$ cat config.mk
export PLATFORM = sky130hd
export DESIGN_NAME = erase_verify_seq
export DESIGN_NICKNAME = d
export VERILOG_FILES = /design/src/rtl/evs_pkg.sv /design/src/rtl/evs_timer.sv /design/src/rtl/evs_pulse_ctr.sv /design/src/rtl/evs_addr_walk.sv /design/src/rtl/erase_verify_seq.sv
export SDC_FILE = /design/constraint.sdc
export NUM_CORES = 1
export LEC_CHECK = 0
export BUFFER_PORTS_ARGS = -buffer_cell sky130_fd_sc_hd__buf_2
export CAP_MARGIN = 20
export CORE_MARGIN = 1.5
export CORE_UTILIZATION = 45
export CTS_CLUSTER_DIAMETER = 60
export DETAILED_ROUTE_END_ITERATION = 12
export SETUP_SLACK_MARGIN = 0.15
export SYNTH_ARGS = -nofsm -noshare
export SYNTH_HDL_FRONTEND = slang
export SYNTH_SLANG_ARGS = --single-unit
$ cat constraint.sdc
create_clock -name clk -period 3.65 [get_ports clk]
set_clock_uncertainty 0.15 [all_clocks]
set_input_delay 0.73 -clock clk [delete_from_list [all_inputs] [get_ports clk]]
set_output_delay 0.73 -clock clk [all_outputs]
set_load 0.02 [all_outputs]
$ cat src/rtl/evs_pkg.sv
package evs_pkg;
  localparam int DATA_W = 8;

  typedef enum logic [3:0] {
    S_IDLE, S_SETUP, S_ERASE, S_EWAIT, S_VCMD, S_VWAIT, S_RDREQ, S_RDCHK, S_RDCMD
  } evs_state_e;

  localparam logic [DATA_W-1:0] CMD_ERASE  = 8'h20;
  localparam logic [DATA_W-1:0] CMD_VERIFY = 8'hA0;
  localparam logic [DATA_W-1:0] CMD_READ   = 8'h00;
  localparam logic [DATA_W-1:0] BLANK_BYTE = 8'hFF;
endpackage

$ cat src/rtl/evs_timer.sv
module evs_timer #(
  parameter int CNT_W = 8
) (
  input  logic             clk,
  input  logic             rst_n,
  input  logic             load,
  input  logic [CNT_W-1:0] load_val,
  input  logic             run,
  output logic             expired
);
  logic [CNT_W-1:0] cnt_q, cnt_d;

  always_comb begin
    cnt_d = cnt_q;
    if (load)                   cnt_d = load_val;
    else if (run && cnt_q != '0) cnt_d = cnt_q - 1'b1;
  end

  always_ff @(posedge clk or negedge rst_n) begin
    if (!rst_n) cnt_q <= '0;
    else        cnt_q <= cnt_d;
  end

  assign expired = (cnt_q == '0);

  // the wait counter only moves down between loads
  assert_timer_monotonic_R3: assert property (@(posedge clk) disable iff (!rst_n)
    !$past(load) |-> cnt_q <= $past(cnt_q));
endmodule

$ cat src/rtl/evs_pulse_ctr.sv
module evs_pulse_ctr #(
  parameter int MAX_PULSES = 30,
  localparam int PC_W = $clog2(MAX_PULSES + 1)
) (
  input  logic clk,
  input  logic rst_n,
  input  logic clr,
  input  logic inc,
  output logic at_max
);
  logic [PC_W-1:0] cnt_q, cnt_d;

  always_comb begin
    cnt_d = cnt_q;
    if (clr)      cnt_d = '0;
    else if (inc) cnt_d = cnt_q + 1'b1;
  end

  always_ff @(posedge clk or negedge rst_n) begin
    if (!rst_n) cnt_q <= '0;
    else        cnt_q <= cnt_d;
  end

  assign at_max = (cnt_q == PC_W'(MAX_PULSES));

  assert_pulse_budget_R9: assert property (@(posedge clk) disable iff (!rst_n)
    cnt_q <= PC_W'(MAX_PULSES));
  assert_no_pulse_past_budget_R9: assert property (@(posedge clk) disable iff (!rst_n)
    inc |-> !at_max);
endmodule

$ cat src/rtl/evs_addr_walk.sv
module evs_addr_walk #(
  parameter int ADDR_W    = 18,
  parameter int LAST_ADDR = 262143
) (
  input  logic              clk,
  input  logic              rst_n,
  input  logic              clr,
  input  logic              adv,
  output logic [ADDR_W-1:0] addr,
  output logic              at_last
);
  logic [ADDR_W-1:0] addr_q, addr_d;

  always_comb begin
    addr_d = addr_q;
    if (clr)      addr_d = '0;
    else if (adv) addr_d = addr_q + 1'b1;
  end

  always_ff @(posedge clk or negedge rst_n) begin
    if (!rst_n) addr_q <= '0;
    else        addr_q <= addr_d;
  end

  assign addr    = addr_q;
  assign at_last = (addr_q == ADDR_W'(LAST_ADDR));

  assert_addr_in_range_R5: assert property (@(posedge clk) disable iff (!rst_n)
    addr_q <= ADDR_W'(LAST_ADDR));
  assert_no_step_past_last_R5: assert property (@(posedge clk) disable iff (!rst_n)
    adv |-> !at_last);
endmodule

$ cat src/rtl/erase_verify_seq.sv
module erase_verify_seq
  import evs_pkg::*;
#(
  parameter int ADDR_W     = 18,
  parameter int LAST_ADDR  = 262143,
  parameter int PULSE_CYC  = 10000000,
  parameter int VWAIT_CYC  = 600,
  parameter int MAX_PULSES = 30
) (
  input  logic              clk,
  input  logic              rst_n,
  input  logic              start,
  output logic              busy,
  output logic              done,
  output logic              error,
  output logic              cmd_we,
  output logic [ADDR_W-1:0] cmd_addr,
  output logic [7:0]        cmd_wdata,
  output logic              cmd_re,
  input  logic [7:0]        cmd_rdata
);
  localparam int TMR_MAX = (PULSE_CYC > VWAIT_CYC) ? PULSE_CYC : VWAIT_CYC;
  localparam int TMR_W   = $clog2(TMR_MAX + 1);

  evs_state_e        state_q, state_d;
  logic              done_q, err_q, done_set, err_set, flags_clr;
  logic              tmr_load, tmr_run, tmr_exp;
  logic [TMR_W-1:0]  tmr_val;
  logic              p_clr, p_inc, p_max;
  logic              a_clr, a_adv, a_last;
  logic [ADDR_W-1:0] cur_addr;

  evs_timer #(.CNT_W(TMR_W)) u_timer (
    .clk(clk), .rst_n(rst_n), .load(tmr_load), .load_val(tmr_val),
    .run(tmr_run), .expired(tmr_exp));

  evs_pulse_ctr #(.MAX_PULSES(MAX_PULSES)) u_pulses (
    .clk(clk), .rst_n(rst_n), .clr(p_clr), .inc(p_inc), .at_max(p_max));

  evs_addr_walk #(.ADDR_W(ADDR_W), .LAST_ADDR(LAST_ADDR)) u_addr (
    .clk(clk), .rst_n(rst_n), .clr(a_clr), .adv(a_adv),
    .addr(cur_addr), .at_last(a_last));

  always_comb begin
    state_d   = state_q;
    cmd_we    = 1'b0;
    cmd_re    = 1'b0;
    cmd_wdata = CMD_READ;
    cmd_addr  = '0;
    tmr_load  = 1'b0;
    tmr_val   = '0;
    tmr_run   = 1'b0;
    p_clr     = 1'b0;
    p_inc     = 1'b0;
    a_clr     = 1'b0;
    a_adv     = 1'b0;
    done_set  = 1'b0;
    err_set   = 1'b0;
    flags_clr = 1'b0;
    unique case (state_q)
      S_IDLE: if (start) begin
        state_d   = S_SETUP;
        p_clr     = 1'b1;
        a_clr     = 1'b1;
        flags_clr = 1'b1;
      end
      S_SETUP: begin
        cmd_we    = 1'b1;
        cmd_wdata = CMD_ERASE;
        state_d   = S_ERASE;
      end
      S_ERASE: begin
        cmd_we    = 1'b1;
        cmd_wdata = CMD_ERASE;
        p_inc     = 1'b1;
        tmr_load  = 1'b1;
        tmr_val   = TMR_W'(PULSE_CYC - 1);
        state_d   = S_EWAIT;
      end
      S_EWAIT: begin
        tmr_run = 1'b1;
        if (tmr_exp) state_d = S_VCMD;
      end
      S_VCMD: begin
        cmd_we    = 1'b1;
        cmd_wdata = CMD_VERIFY;
        cmd_addr  = cur_addr;
        tmr_load  = 1'b1;
        tmr_val   = TMR_W'(VWAIT_CYC - 1);
        state_d   = S_VWAIT;
      end
      S_VWAIT: begin
        tmr_run = 1'b1;
        if (tmr_exp) state_d = S_RDREQ;
      end
      S_RDREQ: begin
        cmd_re   = 1'b1;
        cmd_addr = cur_addr;
        state_d  = S_RDCHK;
      end
      S_RDCHK: begin
        if (cmd_rdata == BLANK_BYTE) begin
          if (a_last) state_d = S_RDCMD;
          else begin
            a_adv   = 1'b1;
            state_d = S_VCMD;
          end
        end else if (p_max) begin
          err_set = 1'b1;
          state_d = S_IDLE;
        end else begin
          state_d = S_SETUP;
        end
      end
      S_RDCMD: begin
        cmd_we    = 1'b1;
        cmd_wdata = CMD_READ;
        done_set  = 1'b1;
        state_d   = S_IDLE;
      end
      default: state_d = S_IDLE;
    endcase
  end

  always_ff @(posedge clk or negedge rst_n) begin
    if (!rst_n) begin
      state_q <= S_IDLE;
      done_q  <= 1'b0;
      err_q   <= 1'b0;
    end else begin
      state_q <= state_d;
      if (flags_clr) begin
        done_q <= 1'b0;
        err_q  <= 1'b0;
      end else begin
        if (done_set) done_q <= 1'b1;
        if (err_set)  err_q  <= 1'b1;
      end
    end
  end

  assign busy  = (state_q != S_IDLE);
  assign done  = done_q;
  assign error = err_q;

  assert_single_strobe_R11: assert property (@(posedge clk) disable iff (!rst_n)
    !(cmd_we && cmd_re));
  assert_exclusive_result_R10: assert property (@(posedge clk) disable iff (!rst_n)
    !(done && error));
  assert_busy_hides_result_R10: assert property (@(posedge clk) disable iff (!rst_n)
    busy |-> (!done && !error));
  assert_judge_after_strobe_R4: assert property (@(posedge clk) disable iff (!rst_n)
    (state_q == S_RDCHK) |-> $past(cmd_re));
  assert_done_after_readcmd_R8: assert property (@(posedge clk) disable iff (!rst_n)
    $rose(done) |-> $past(cmd_we && cmd_wdata == CMD_READ));
  assert_error_at_budget_R9: assert property (@(posedge clk) disable iff (!rst_n)
    $rose(error) |-> p_max);
endmodule

; ---- After elaboration in Yosys (flattened, before gate mapping)
; Index checks and enable logic that the tools add are counted.
[op_classes]
n_reduce_logical = 16
n_addsub = 3
n_eq_ne = 14
muxes = 34
[ops]
columns = operator, count
row1 = 2-to-1 mux 18 bit, 3
row2 = 2-to-1 mux 24 bit, 2
row3 = one-hot mux 24 bit (2 select lines), 1
row4 = one-hot mux 4 bit (8 select lines), 1
row5 = logical NOT 24 bit, 1
row6 = nonzero test 24 bit, 1
row7 = "subtractor 24 x 1 -> 24 bit, second input constant", 1
row8 = 2-to-1 mux 4 bit, 5
row9 = 2-to-1 mux 1 bit, 19
row10 = "adder 18 x 1 -> 18 bit, second input constant", 1
row11 = "equality test 18 bit, second input constant", 1
row12 = "equality test 4 x 3 -> 1 bit, second input constant", 4
row13 = one-hot mux 8 bit (2 select lines), 1
row14 = 2-to-1 mux 5 bit, 2
row15 = nonzero test 2 bit, 5
row16 = "equality test 4 x 2 -> 1 bit, second input constant", 2
row17 = "equality test 8 bit, second input constant", 1
row18 = OR reduction 2 bit, 4
row19 = "inequality test 2 bit, second input constant", 3
row20 = "adder 5 x 1 -> 5 bit, second input constant", 1
row21 = "equality test 5 bit, second input constant", 1
row22 = "equality test 4 x 1 -> 1 bit, second input constant", 1
row23 = "equality test 4 bit, second input constant", 1
row24 = logical NOT 4 bit, 1
row25 = other kinds (4), 4
[totals]
in_bits = 11
elab_cells = 73
regBits = 53
out_inout_bits = 31

; ---- Logic depth before layout (Yosys ltp)
[logic_depth]
depth_word = 6
mapped_depth = 8
mapped_depth_nobuf = 7

; ---- Hierarchy
; From an unflattened synthesis, not the netlist that was laid out.
[unflattened]
cells_unflattened = 381
area_unflattened_um2 = 3445.8
[modules_own_cells]
columns = mod, cells_each, area_per_inst_um2, n_inst, seq_area_each_um2
row1 = evs_timer, 168, 1492.7, 1, 600.6
row2 = evs_addr_walk, 97, 996.0, 1, 450.4
row3 = erase_verify_seq, 91, 678.2, 1, 150.1
row4 = evs_pulse_ctr, 25, 279.0, 1, 125.1

; ---- Worst setup path before layout
; OpenSTA, ideal clock, no wires.
[synth_timing]
path_kind = register to register
start = reg u_timer.cnt_q[13]
end = reg u_timer.cnt_q[23]
path_buffers = 1
required_time_ns = 3.420
arrival_time_ns = 2.360
synth_period_minus_slack_ns = 2.590
setup_ns = 0.080
stages_incl_launch_ff = 7
setup_slack_ns = 1.060
path_cell_list = dfrtp_1 -> or4_4 -> or4_4 -> buf_6 -> or3_4 -> or4_1 -> o211ai_2
[synth_between]
elab_chain_len = 3
word_cells_on_any_way = 6
cone_classes = add/sub: 1 / mux: 2 / reduce/logical: 3
[synth_rtl]
columns = item, line_no
row1 = "start, declared", evs_timer.sv:11  ; logic [CNT_W-1:0] cnt_q, cnt_d;
row2 = "start signal, assigned", evs_timer.sv:21  ; else cnt_q <= cnt_d;
row3 = subtractor 24 x 1 -> 24 bit or nonzero test 24 bit (tied branches), evs_timer.sv:16  ; else if (run && cnt_q != '0) cnt_d = cnt_q - 1'b1;
row4 = 2-to-1 mux 24 bit or logical AND 1 bit (tied branches), evs_timer.sv:16
row5 = 2-to-1 mux 24 bit or nonzero test 2 bit (tied branches), n/a
; Parallel ways exist; a longest one is shown, timed or not. The select of a mux whose other input is x is not followed.
; A chain may end at the register's enable or synchronous reset.

; ---- Worst setup path in the final report
[layout_timing]
start = reg state_q[0]
end = out cmd_we
[layout_between]
elab_chain_len = 3
word_cells_on_any_way = 6
cone_classes = eq/ne: 4 / mux: 1 / reduce/logical: 1
[layout_rtl]
columns = item, line_no
row1 = "start, declared", erase_verify_seq.sv:25  ; evs_state_e state_q, state_d;
row2 = "start signal, assigned", erase_verify_seq.sv:131  ; state_q <= state_d;
row3 = equality test 4 x 3 -> 1 bit (tied with other cells), erase_verify_seq.sv:60  ; unique case (state_q)
row4 = OR reduction 4 bit (no line) *, n/a
row5 = 2-to-1 mux 1 bit *, erase_verify_seq.sv:60
row6 = "end, declared", erase_verify_seq.sv:16  ; output logic cmd_we,
; Mark *: on every way between the ends. The rest lies on a longest branch, timed or not.

==> qor.yml <==
outcome:
  status: "completed"
worst_setup_path:
  worstReg2RegStart: "u_timer.cnt_q[13]$_DFFE_PN0P_"
  required_ps: 2770
  setup.worst_path.start_class: "flip-flop"
  cpMaxStageDelayCell: "dfrtp_1"
  worstPathBufferInverterCount: 1
  critical-path-top-delay-family: "simple AND/OR/NAND/NOR gates"
  reg2reg_slack_ps: 910
  crit_start: "state_q[0]$_DFFE_PN0P_"
  cp_cell_sequence: "nand2b_1 > or3_1 > o21ai_0 > buf_2"
  reg2reg_to: "u_timer.cnt_q[12]$_DFFE_PN0P_"
  path_max_fanout: 15
  rr_worst_depth: 5
  cpPeakStageDelay_ps: 550
  critPathCaptureType: "output pin"
  crit_type: "flip-flop to output pin"
  cp_data_arrival_time_ps: 1940
yosys:
  seq_area_frac_synth: 0.418
  synth.largest_area_cell: "dfrtp_1"
  synth_top_area_frac: 0.418
  synth_most_common_cell: "dfrtp_1"
  synth_cells: 346
  syn_avg_cell_area_um2: 9.17
  synthArstFlopShare: 1.00
  ys_warn_count: 0
  synth_edf_count: 0
  synthTopCellsByArea: "dfrtp_1, and2_1, nor2_1"
  yosys_register_bits: 53
  synthDistinctLibCells: 49
  synthTopCellsByCount: "dfrtp_1, nor2_1, nand2_1, and2_1"
  synth-main-ff-cell: "dfrtp_1"
  netlist_area_um2: 3170
pwr:
  pwr-share-seq: 0.444
  combPwrFrac: 0.377
  p_switching_w: 0.000756
  internal_power_w: 0.00110
  power.share.clock: 0.180
  power_density_nw_per_um2: 533
  p_total_w: 0.00186
  vdd_drop_max_mv: 0.218
  leakage_nw: 1.45
  netSwitchingFraction: 0.407
sta:
  slew_headroom: 0.365
  worst_slew_pin_slew_ps: 952
  rsz0062_at_grt: "false"
  fin_crit_ps: 2820
  finalSetupViolCount: 0
  slew_viol_final: 0
  hold_viol: 0
  hold-worst-slack_ps: 281
  fin_crit_sh: 0.773
  fmax_mhz: 354
  tns_ps: 0
  setup_slack_ps: 829
global_routing:
  first_global_vias: 2396
  grt_max_degree: 30
  antenna_found_initial: 0
  grt_pass1_wl_um: 11800
  grt_usage: 0.195
  gr-total-overflow: 0
clocking:
  clkTransAtPathRegs_ps: 100
  worstSkewPairLatency_ps: 310
  cts.sinks: 53
  post_cts_buffers: 0
  cts_root_buffer: "clkbuf_8"
  ctsHoldBuffers: 0
  cts_tree: "yes"
  cts_resized: 0
  htreeDepth: 2
  cts_buffers: 5
  cts_buffer_depth: 2
cells_and_area:
  fillCellCount: 629
  drive_gt1_frac: 0.162
  num_antenna_cells: 0
  fin_util: 0.513
  nets: 391
  syn_to_final_growth_pct: 9.86
floorplanning:
  core_um2: 6790
  ioPinCount: 42
  die_w_um: 87.0
  start_util: 0.467
  die_h_um: 87.0
  fp-row-count: 30
  die_area_um2: 7560
routing:
  wire_per_inst_um: 14.5
  vias: 2642
  drt_iter0_markers: 130
  routed_wl_um: 6840
  firstDrtPassIters: 4
  viasPerCell: 5.60
  drc_errors: 0
  antenna_left: 0
placement:
  gp_congestion: 0.773
  hpwl_um: 4740
  dp_slack_ps: 897
  numPortBuffers: 35
hold_path:
  hold_path_class: "primary input to async pin"
run:
  cap_violations: 0
[kinds of logic after synthesis]
kind of cell	Yosys count	share of synthesized area
AND/OR/NAND/NOR	170	0.298
AO/OA/AOI/OAI	61	0.142
flip-flops	53	0.418
buffers and inverters	31	0.0481
XOR/XNOR	15	0.0414
multiplexers	10	0.0316
adder cells (fa/ha/maj)	5	0.0197
other	1	0.00118
[registers in the layout, summed over array words and instances, names as in the netlist]
signal	flops
u_addr.addr	18
u_timer.cnt_q	24
done	1
u_pulses.cnt_q	5
error	1
state_q	4
[final cells by class]
cell class | instances | area (µm²) | area share
sequential | 53 | 1330 | 0.381
inverter | 7 | 26.3 | 0.00754
multi-input combinational | 267 | 1710 | 0.491
timing repair buffer | 41 | 220 | 0.0632
tap | 96 | 120 | 0.0345
clock buffer | 8 | 80.1 | 0.0230
[routing by layer]
| metal | vias to the layer above | wire length [µm] | track usage | share of wire |
|---|---|---|---|---|
| met1 | 1267 | 3560 | 0.289 | 0.52 |
| li1 | 1323 | - | - | - |
| met3 | 7 | 207 | 0.0322 | 0.030 |
| met5 | - | 0 | 0 | 0 |
| met2 | 45 | 3010 | 0.292 | 0.44 |
| met4 | 0 | 67 | 0.0557 | 0.0098 |
[placed cells by master, fill, tap and decap left out, types with 5 or more instances in the layout]
| cell | n |
|---|---|
| conb_1 | 6 |
| buf_2 | 35 |
| a21oi_1 | 10 |
| o211ai_1 | 9 |
| o31ai_1 | 9 |
| nand2_1 | 28 |
| buf_4 | 6 |
| xnor2_1 | 7 |
| or4_1 | 13 |
| clkbuf_8 | 5 |
| nor4_1 | 10 |
| and2_1 | 19 |
| nand4_1 | 7 |
| or3_1 | 7 |
| nor2_1 | 30 |
| a211oi_1 | 5 |
| ha_1 | 5 |
| inv_1 | 7 |
| nand3_1 | 14 |
| o311ai_0 | 6 |
| or2_2 | 5 |
| xor2_1 | 8 |
| mux2i_1 | 10 |
| o21ai_0 | 8 |
| dfrtp_1 | 53 |
| nor3_1 | 14 |
[power by group through the flow]
stage / sequential [W] / clock (W) / combinational [W]
after global placement: 0.000828 / 0 / 0.000695
after detailed placement: 0.000835 / 0 / 0.000710
after global routing: 0.000845 / 0.000360 / 0.000802
after floorplan: 0.000777 / 0 / 0.000568
after CTS: 0.000823 / 0.000342 / 0.000716
final: 0.000824 / 0.000334 / 0.000700
[per-stage QoR]
| stage | cells | instance area [µm²] |
|---|---|---|
| floorplan | 351 | 3190 |
| global placement | 464 | 3400 |
| detailed placement | 464 | 3400 |
| CTS | 472 | 3480 |
| global route | 472 | 3480 |
| finish | 472 | 3480 |
[how the worst max path moves through the flow]
stage | end | slack (ps) | cells past startpoint
global placement | u_addr.addr[9]$_DFFE_PN0P_ | 930 | 6
CTS | cmd_we | 790 | 4
global route | cmd_we | 620 | 4
finish | cmd_we | 830 | 4
floorplan | u_timer.cnt_q[23]$_DFFE_PN0P_ | 1060 | 6
detailed placement | u_addr.addr[9]$_DFFE_PN0P_ | 900 | 6
No activity file was read; power rests on OpenSTA's default activity.
